===== src/rtl/pfx_ext_pkg.sv =====
package pfx_ext_pkg;

    typedef enum logic [1:0] {
        MODE_IMM  = 2'd0,
        MODE_REL  = 2'd1,
        MODE_SHLO = 2'd2,
        MODE_SHHI = 2'd3
    } op_mode_e;

    typedef struct packed {
        logic active;
        logic ill;
    } ext_use_t;

    function automatic ext_use_t judge_use(input logic pend, input logic ok);
        ext_use_t u;
        u.active = pend & ok;
        u.ill    = pend & ~ok;
        return u;
    endfunction

endpackage


===== src/rtl/pfx_ext_hold.sv =====
module pfx_ext_hold #(
    parameter int unsigned XW = 8
) (
    input  logic          clk,
    input  logic          rst,
    input  logic          wr,
    input  logic [XW-1:0] wdata,
    input  logic          boundary,
    output logic          pend,
    output logic [XW-1:0] val
);
    always_ff @(posedge clk) begin
        if (rst) begin
            pend <= 1'b0;
            val  <= '0;
        end else if (wr) begin
            pend <= 1'b1;
            val  <= wdata;
        end else if (boundary) begin
            pend <= 1'b0;
        end
    end
endmodule


===== src/rtl/pfx_ext_calc.sv =====
module pfx_ext_calc
    import pfx_ext_pkg::*;
#(
    parameter int unsigned AW = 16,
    parameter int unsigned BW = 8,
    parameter int unsigned SW = 6,
    parameter bit          HI_SHORT = 1'b1
) (
    input  op_mode_e           mode,
    input  logic               active,
    input  logic [AW-BW-1:0]   xval,
    input  logic [BW-1:0]      imm,
    input  logic [SW-1:0]      saddr,
    input  logic [AW-1:0]      pc,
    output logic [AW-1:0]      eff
);
    localparam int unsigned XW = AW - BW;
    localparam logic [AW-1:0] ONE = AW'(1);

    logic [AW-1:0] imm_wide;
    logic [AW-1:0] disp;
    logic [AW-1:0] short_lo;
    logic [AW-1:0] short_hi;

    always_comb begin
        imm_wide = active ? {xval, imm} : {{XW{1'b0}}, imm};
        disp     = active ? {xval, imm} : {{XW{imm[BW-1]}}, imm};
    end

    assign short_lo = {{(AW-SW){1'b0}}, saddr};

    generate
        if (HI_SHORT) begin : g_hi
            assign short_hi = {{(AW-SW){1'b1}}, saddr};
        end else begin : g_nohi
            assign short_hi = short_lo;
        end
    endgenerate

    always_comb begin
        unique case (mode)
            MODE_IMM:  eff = imm_wide;
            MODE_REL:  eff = pc + ONE + disp;
            MODE_SHLO: eff = short_lo;
            default:   eff = short_hi;
        endcase
    end
endmodule


===== src/rtl/pfx_ext_unit.sv =====
module pfx_ext_unit
    import pfx_ext_pkg::*;
#(
    parameter int unsigned AW = 16,
    parameter int unsigned BW = 8,
    parameter int unsigned SW = 6
) (
    input  logic             clk,
    input  logic             rst,
    input  logic             ext_wr,
    input  logic [AW-BW-1:0] ext_wdata,
    input  logic             instr_end,
    input  logic             ext_ok,
    input  logic [1:0]       op_mode,
    input  logic [BW-1:0]    imm_in,
    input  logic [SW-1:0]    saddr_in,
    input  logic [AW-1:0]    pc_in,
    output logic [AW-1:0]    eff_out,
    output logic             ext_pend,
    output logic             ext_ill
);
    localparam int unsigned XW = AW - BW;

    logic [XW-1:0] xval;
    ext_use_t      use_s;

    pfx_ext_hold #(.XW(XW)) u_hold (
        .clk      (clk),
        .rst      (rst),
        .wr       (ext_wr),
        .wdata    (ext_wdata),
        .boundary (instr_end),
        .pend     (ext_pend),
        .val      (xval)
    );

    assign use_s   = judge_use(ext_pend, ext_ok);
    assign ext_ill = use_s.ill;

    pfx_ext_calc #(.AW(AW), .BW(BW), .SW(SW), .HI_SHORT(1'b1)) u_calc (
        .mode   (op_mode_e'(op_mode)),
        .active (use_s.active),
        .xval   (xval),
        .imm    (imm_in),
        .saddr  (saddr_in),
        .pc     (pc_in),
        .eff    (eff_out)
    );
endmodule


===== config.mk =====
export PLATFORM = sky130hd
export DESIGN_NAME = pfx_ext_unit
export DESIGN_NICKNAME = d
export VERILOG_FILES = /design/src/rtl/pfx_ext_pkg.sv /design/src/rtl/pfx_ext_hold.sv /design/src/rtl/pfx_ext_calc.sv /design/src/rtl/pfx_ext_unit.sv
export SDC_FILE = /design/constraint.sdc
export NUM_CORES = 1
export LEC_CHECK = 0
export ABC_AREA = 1
export CORE_MARGIN = 1
export CORE_UTILIZATION = 30
export DETAILED_ROUTE_END_ITERATION = 10
export GPL_TIMING_DRIVEN = 0
export SETUP_SLACK_MARGIN = 0.1
export SLEW_MARGIN = 20
export SYNTH_ARGS = -nofsm -noshare
export SYNTH_HDL_FRONTEND = slang
export SYNTH_SLANG_ARGS = --single-unit

===== constraint.sdc =====
create_clock -name clk -period 1.7 [get_ports clk]
set_input_delay 0.17 -clock clk [delete_from_list [all_inputs] [get_ports clk]]
set_output_delay 0.17 -clock clk [all_outputs]
set_load 0.01 [all_outputs]

* After elaboration in Yosys (flattened, before gate mapping) *
Index checks and enable logic that the tools add are counted.

word-level totals
  register bits after elaboration = 9
  bits of input ports = 45
  output and inout port bits = 18
  word-level logic and storage cells = 16

cells by class
  add/subtract/negate cells = 2
  equal/unequal tests = 2
  muxes and demuxes = 5
  bitwise gates (word level) = 3
  reduce and logical (&&, ||, !) cells = 2

operators with widths
  operator                 count
  $pmux W16 S3             1
  $mux W16                 2
  $add A16 B1 Y16 const B  1
  $add A16 B16 Y16         1
  $and A1 B1 Y1            2
  $eq A2 B1 Y1 const B     1
  $eq A2 B2 Y1 const B     1
  $logic_not A2 Y1         1
  $mux W1                  2
  $reduce_bool A2 Y1       1
  $not A1 Y1               1

* Logic depth before layout (Yosys ltp) *
Gate-level depths: netlist of run 1.

  word-level depth = 4
  mapped depth = 15
  depth with buffers taken out = 14

* Cells and area by module *
Synthesis of run 1 repeated with hierarchy kept, for this count alone.

second synthesis, totals
  cells, all modules = 303
  area, all modules = 1606.5 um^2

modules (own cells, without submodules)
  module        instances  cells an instance  area an instance (um^2)  sequential area each (um^2)
  pfx_ext_calc  1          261                1285.0                   0.0
  pfx_ext_hold  1          38                 304.0                    180.2
  pfx_ext_unit  1          4                  17.5                     0.0

* Least setup slack after synthesis of run 1 *
No wires, ideal clock.

  kind = reg-to-output
  start = register u_hold.pend
  end = output port eff_out[13]
  arrival time = 1.836 ns
  required time = 1.530 ns
  slack = -0.306 ns
  cell stages (with the launch flop) = 16
  path buffers = 1
  cell sequence = dfxtp_1 > nand2_1 > inv_1 > buf_2 > nand2_1 > nand2_1 > ha_1 > nand2_1 > inv_1 > nand2_1 > nand2_1 > a21oi_1 > nand2_1 > nand2_1 > nand3_1 > nand2_1

between the ends
  word-level cells in the longest chain between the ends = 4
  elaborated cells on any way between the ends = 5
  classes of those cells = add/sub (1); mux (3); bitwise (1)

ends and longest elaborated chain
  what                    RTL line            source
  from (decl)             pfx_ext_hold.sv:9   output logic pend,
  from (signal assigned)  pfx_ext_hold.sv:14  pend <= 1'b0;
  from (signal assigned)  pfx_ext_hold.sv:17  pend <= 1'b1;
  from (signal assigned)  pfx_ext_hold.sv:20  pend <= 1'b0;
  $and A1 B1 Y1 (*)       pfx_ext_pkg.sv:17   u.active = pend & ok;
  $mux W16                pfx_ext_calc.sv:27  disp = active ? {xval, imm} : {{XW{imm[BW-1]}}, imm};
  $add A16 B16 Y16        pfx_ext_calc.sv:43  MODE_REL: eff = pc + ONE + disp;
  $pmux W16 S3 (*)        pfx_ext_calc.sv:41  unique case (mode)
  to (decl)               pfx_ext_unit.sv:18  output logic [AW-1:0] eff_out,

Every way passes the cells marked *; elsewhere a longest branch is shown, timed or not.

* Worst setup path in the final report of run 1 *
  start = register u_hold.pend
  end = output port eff_out[14]

Same word-level chain as after synthesis.

==> impl_metrics.json, run 1 <==
{
  "grt_pass1_vias": 2046,
  "syn_nets": 369,
  "core_sq_mm": 0.005172,
  "synth_simple_gate_area_share_pct": 48.46,
  "synth_xor_area_share_pct": 1.080,
  "synthCells": 306,
  "slew_headroom_pct": 75.27,
  "p_int_w": 0.0008583,
  "hold_viol": 0,
  "maxCapViolCount": 0,
  "grt_max_degree": 11,
  "p_total_w": 0.001470,
  "min_period_ns": 2.194,
  "syn_to_final_growth_pct": 88.81,
  "antenna_cells": 0,
  "power_switching_w": 0.0006118,
  "cp_slowest_stage_delay_ns": 0.33,
  "cts_root_buffer": "clkbuf_8",
  "die-area_sq_mm": 0.005703,
  "hold-path-endpoint": "u_hold.val[2]$_SDFFE_PP0P_",
  "switching_share_pct": 41.62,
  "num_rows": 26,
  "critPathRequiredTime_ns": 1.53,
  "arrival_ns": 2.02,
  "pwr-share-comb_pct": 67.1,
  "clk_latency_ns": 0.23,
  "die_w_microns": 75.52,
  "synth_fa_ha_area_share_pct": 14.35,
  "fin_skew_ns": 0,
  "layout.nets": 452,
  "wire_per_inst_microns": 12.49,
  "critPathSlowestCell": "dfxtp_2",
  "startpoint_type": "register",
  "holdPathStages": 3,
  "synth-seq-area-share_pct": 11.11,
  "ir_drop_mv": 0.4833,
  "path_buf_inv": 4,
  "r2r_end": "u_hold.pend$_SDFFE_PP0P_",
  "leakagePower_nw": 1.507,
  "status": "finished, violations left",
  "rrSetupSlack_ns": 0.90,
  "setup_viol": 8,
  "ios": 63,
  "clock_sinks": 9,
  "ys.flop_type": "dfxtp_1",
  "r2r_cells": 5,
  "routed_via_density": 4.714,
  "syn-cell-area_sq_mm": 0.001622,
  "synthMuxAreaShare_pct": 0,
  "gp_congestion": 0.8186,
  "synth_compound_area_share_pct": 11.73,
  "die_h_microns": 75.52,
  "drt_iter0_drc": 51,
  "cts_buffer_depth": 2,
  "end_kind": "primary output",
  "violations": "setup timing",
  "hp-class": "input pin to register",
  "grt_overflow": 0,
  "ys_types": 27,
  "power_frac_seq_pct": 16.2,
  "path_class": "register to primary output",
  "p_per_area_mw_per_mm2": 480.2,
  "grt_pass1_wl_microns": 8942,
  "cp_max_fo": 5,
  "path_cells": "nand2_4 > inv_6 > buf_8 > nand2_4 > nand2_4 > ha_4 > nand2_4 > inv_4 > nand2_2 > nor3_2 > nand2_1 > nand2_1 > nand2_1 > nand3_2 > nand2_2 > buf_6",
  "hold_slack_ns": 0.2654,
  "dp_hpwl_microns": 4059,
  "initial_core_util_pct": 31.35,
  "tightest_slew_ns": 0.3710,
  "synth_top_family_by_area": "simple AND/OR/NAND/NOR gates",
  "fin_crit_sh_pct": 129.0,
  "drc": 0,
  "cts_tree": "done",
  "synth_edf_count": 0,
  "drive_above_1_share_pct": 46.13,
  "syn_area_per_cell_sq_um": 5.299,
  "wirelength_microns": 5720,
  "grt.total_usage_pct": 20.18,
  "num_vias": 2159,
  "cpMostUsedCell": "nand2_4",
  "crit_family": "simple AND/OR/NAND/NOR gates",
  "yosysWarnings": 0,
  "slew_viol_final": 0,
  "p_clk_share_pct": 16.7,
  "cts-buffers-inserted": 3,
  "reg2reg_from": "u_hold.pend$_SDFFE_PP0P_",
  "holdCritStartpoint": "ext_wr",
  "tns_ns": -3.191,
  "cts-htree-levels": 1,
  "finalWorstSetupSlack_ns": -0.4937,
  "yosys_register_bits": 9,
  "portBuffers": 59,
  "async_reset_ff_share_pct": 0,
  "drtAntennaViolNets": 0,
  "clkTransAtPathRegs_ns": 0.04,
  "rsz0062_at_grt": "yes",
  "antenna_found_initial": 0,
  "drtPass1Iterations": 5,
  "clock.fmax_ghz": 0.4559
}
==> metal layers <==
metal | share of wire (%) | wire (microns) | global-route usage (%) | vias to the layer above
li1 | - | - | - | 1123
met1 | 44 | 2524 | 26.13 | 985
met2 | 51 | 2935 | 37.10 | 47
met3 | 4.1 | 234 | 1.058 | 4
met4 | 0.44 | 25 | 3.909 | 0
met5 | 0 | 0 | 0 | -
==> power groups by stage <==
stage               sequential [W]  clock (W)  combinational, W
finish                    0.000238   0.000245          0.000987
global route              0.000239   0.000260           0.00108
CTS                       0.000237   0.000253          0.000889
detailed placement        0.000238          0          0.000713
global placement          0.000237          0          0.000706
floorplan                 0.000236          0          0.000429
==> Yosys cell counts (all sizes together), types with 2 or more instances <==
library cell | count | area [sq um]
nor3 | 3 | 15.01
a21oi | 18 | 90.09
dfxtp | 9 | 180.2
nand3 | 22 | 115.1
ha | 17 | 212.7
o21ai | 7 | 35.03
nor2 | 20 | 98.84
xnor2 | 2 | 17.52
nand3b | 2 | 15.01
nand2 | 136 | 520.5
inv | 49 | 183.9
clkinv | 2 | 7.510
a31oi | 8 | 50.05
buf | 4 | 20.02
==> state kept, by name (all words and copies together), names as in the netlist <==
signal,count
u_hold.pend,1
u_hold.val,8
==> stage by stage <==
step | setup slack [ns] | util [%] | cell area (sq um) | instances
final | -0.4937 | 59.19 | 3062 | 458
after global routing | -0.5968 | 59.19 | 3062 | 458
after CTS | -0.4980 | 56.58 | 2927 | 454
after detailed placement | -1.131 | 46.18 | 2389 | 435
after global placement | -1.118 | 46.18 | 2389 | 435
after floorplan | -0.09175 | - | 1710 | 306
==> worst reg2reg max path: stages, from the launching register on <==
cell,delay (ns)
dfxtp_2,0.33
buf_4,0.13
inv_1,0.06
nor2_1,0.04
nor2_1,0.08
nor2_1,0.04
==> cells by family after synthesis <==
logic type,after synthesis
adder cells (fa/ha/maj),18
AND/OR/NAND/NOR,186
AO/OA/AOI/OAI,35
XOR/XNOR,2
buffers and inverters,56
flip-flops,9
==> cell usage in the layout, fill, tap and decap left out, types with 3 or more instances in the layout <==
cell             Yosys  final
nor3_2               0      3
a31oi_1              8      8
clkbuf_8             0      3
inv_1               47     32
clkbuf_2             0      3
nand2_4              0     23
nand3_2              1      5
buf_2                4     16
dlygate4sd2_1        0      5
a21oi_1             18     13
inv_2                2     12
nor2_2               0      5
nor2_1              18     13
nand2_2              4     41
nand2_1            132     72
o21ai_1              4      5
nand3_1             21     15
buf_6                0     11
inv_4                0      4
ha_4                 0     17
dfxtp_1              9      8
a21oi_2              0      4
buf_4                0     16
clkdlybuf4s50_1      0     26
==> worst max-delay path by stage <==
| stage | start | end | slack, ns | cells past startpoint |
|---|---|---|---|---|
| 2_1_floorplan | u_hold.pend$_SDFFE_PP0P_ | eff_out[15] | -0.09 | 15 |
| 3_3_place_gp | ext_ok | eff_out[14] | -1.12 | 17 |
| 3_5_place_dp | ext_ok | eff_out[14] | -1.13 | 17 |
| 4_1_cts | u_hold.pend$_SDFFE_PP0P_ | eff_out[14] | -0.50 | 16 |
| 5_1_grt | u_hold.pend$_SDFFE_PP0P_ | eff_out[14] | -0.60 | 16 |
| 6_report | u_hold.pend$_SDFFE_PP0P_ | eff_out[14] | -0.49 | 16 |
==> layout make-up <==
class,instances,area (sq um)
Sequential cell,9,181.4
Fill cell,485,2111
Timing Repair Buffer,78,680.7
Multi-Input combinational cell,241,1819
Inverter,51,207.7
Buffer,5,40.04
Clock buffer,4,45.04
Tap cell,70,87.58
==> what timing repair did <==
item,in CTS,in global routing
hold buffers,0,0
pin swaps,55,40
gates resized for setup,203,54
cloned,1,0
setup buffers,14,4
endpoints found under the hold margin,0,0
endpoints found under the setup margin,16,15
(Power assumes the default switching activity.)
==> run 2: changes to the inputs <==
Settings changed: CTS_CLUSTER_DIAMETER from default to 80.
==> results of run 2 <==
Final layout, timing and power as in run 1 (identical DEF).
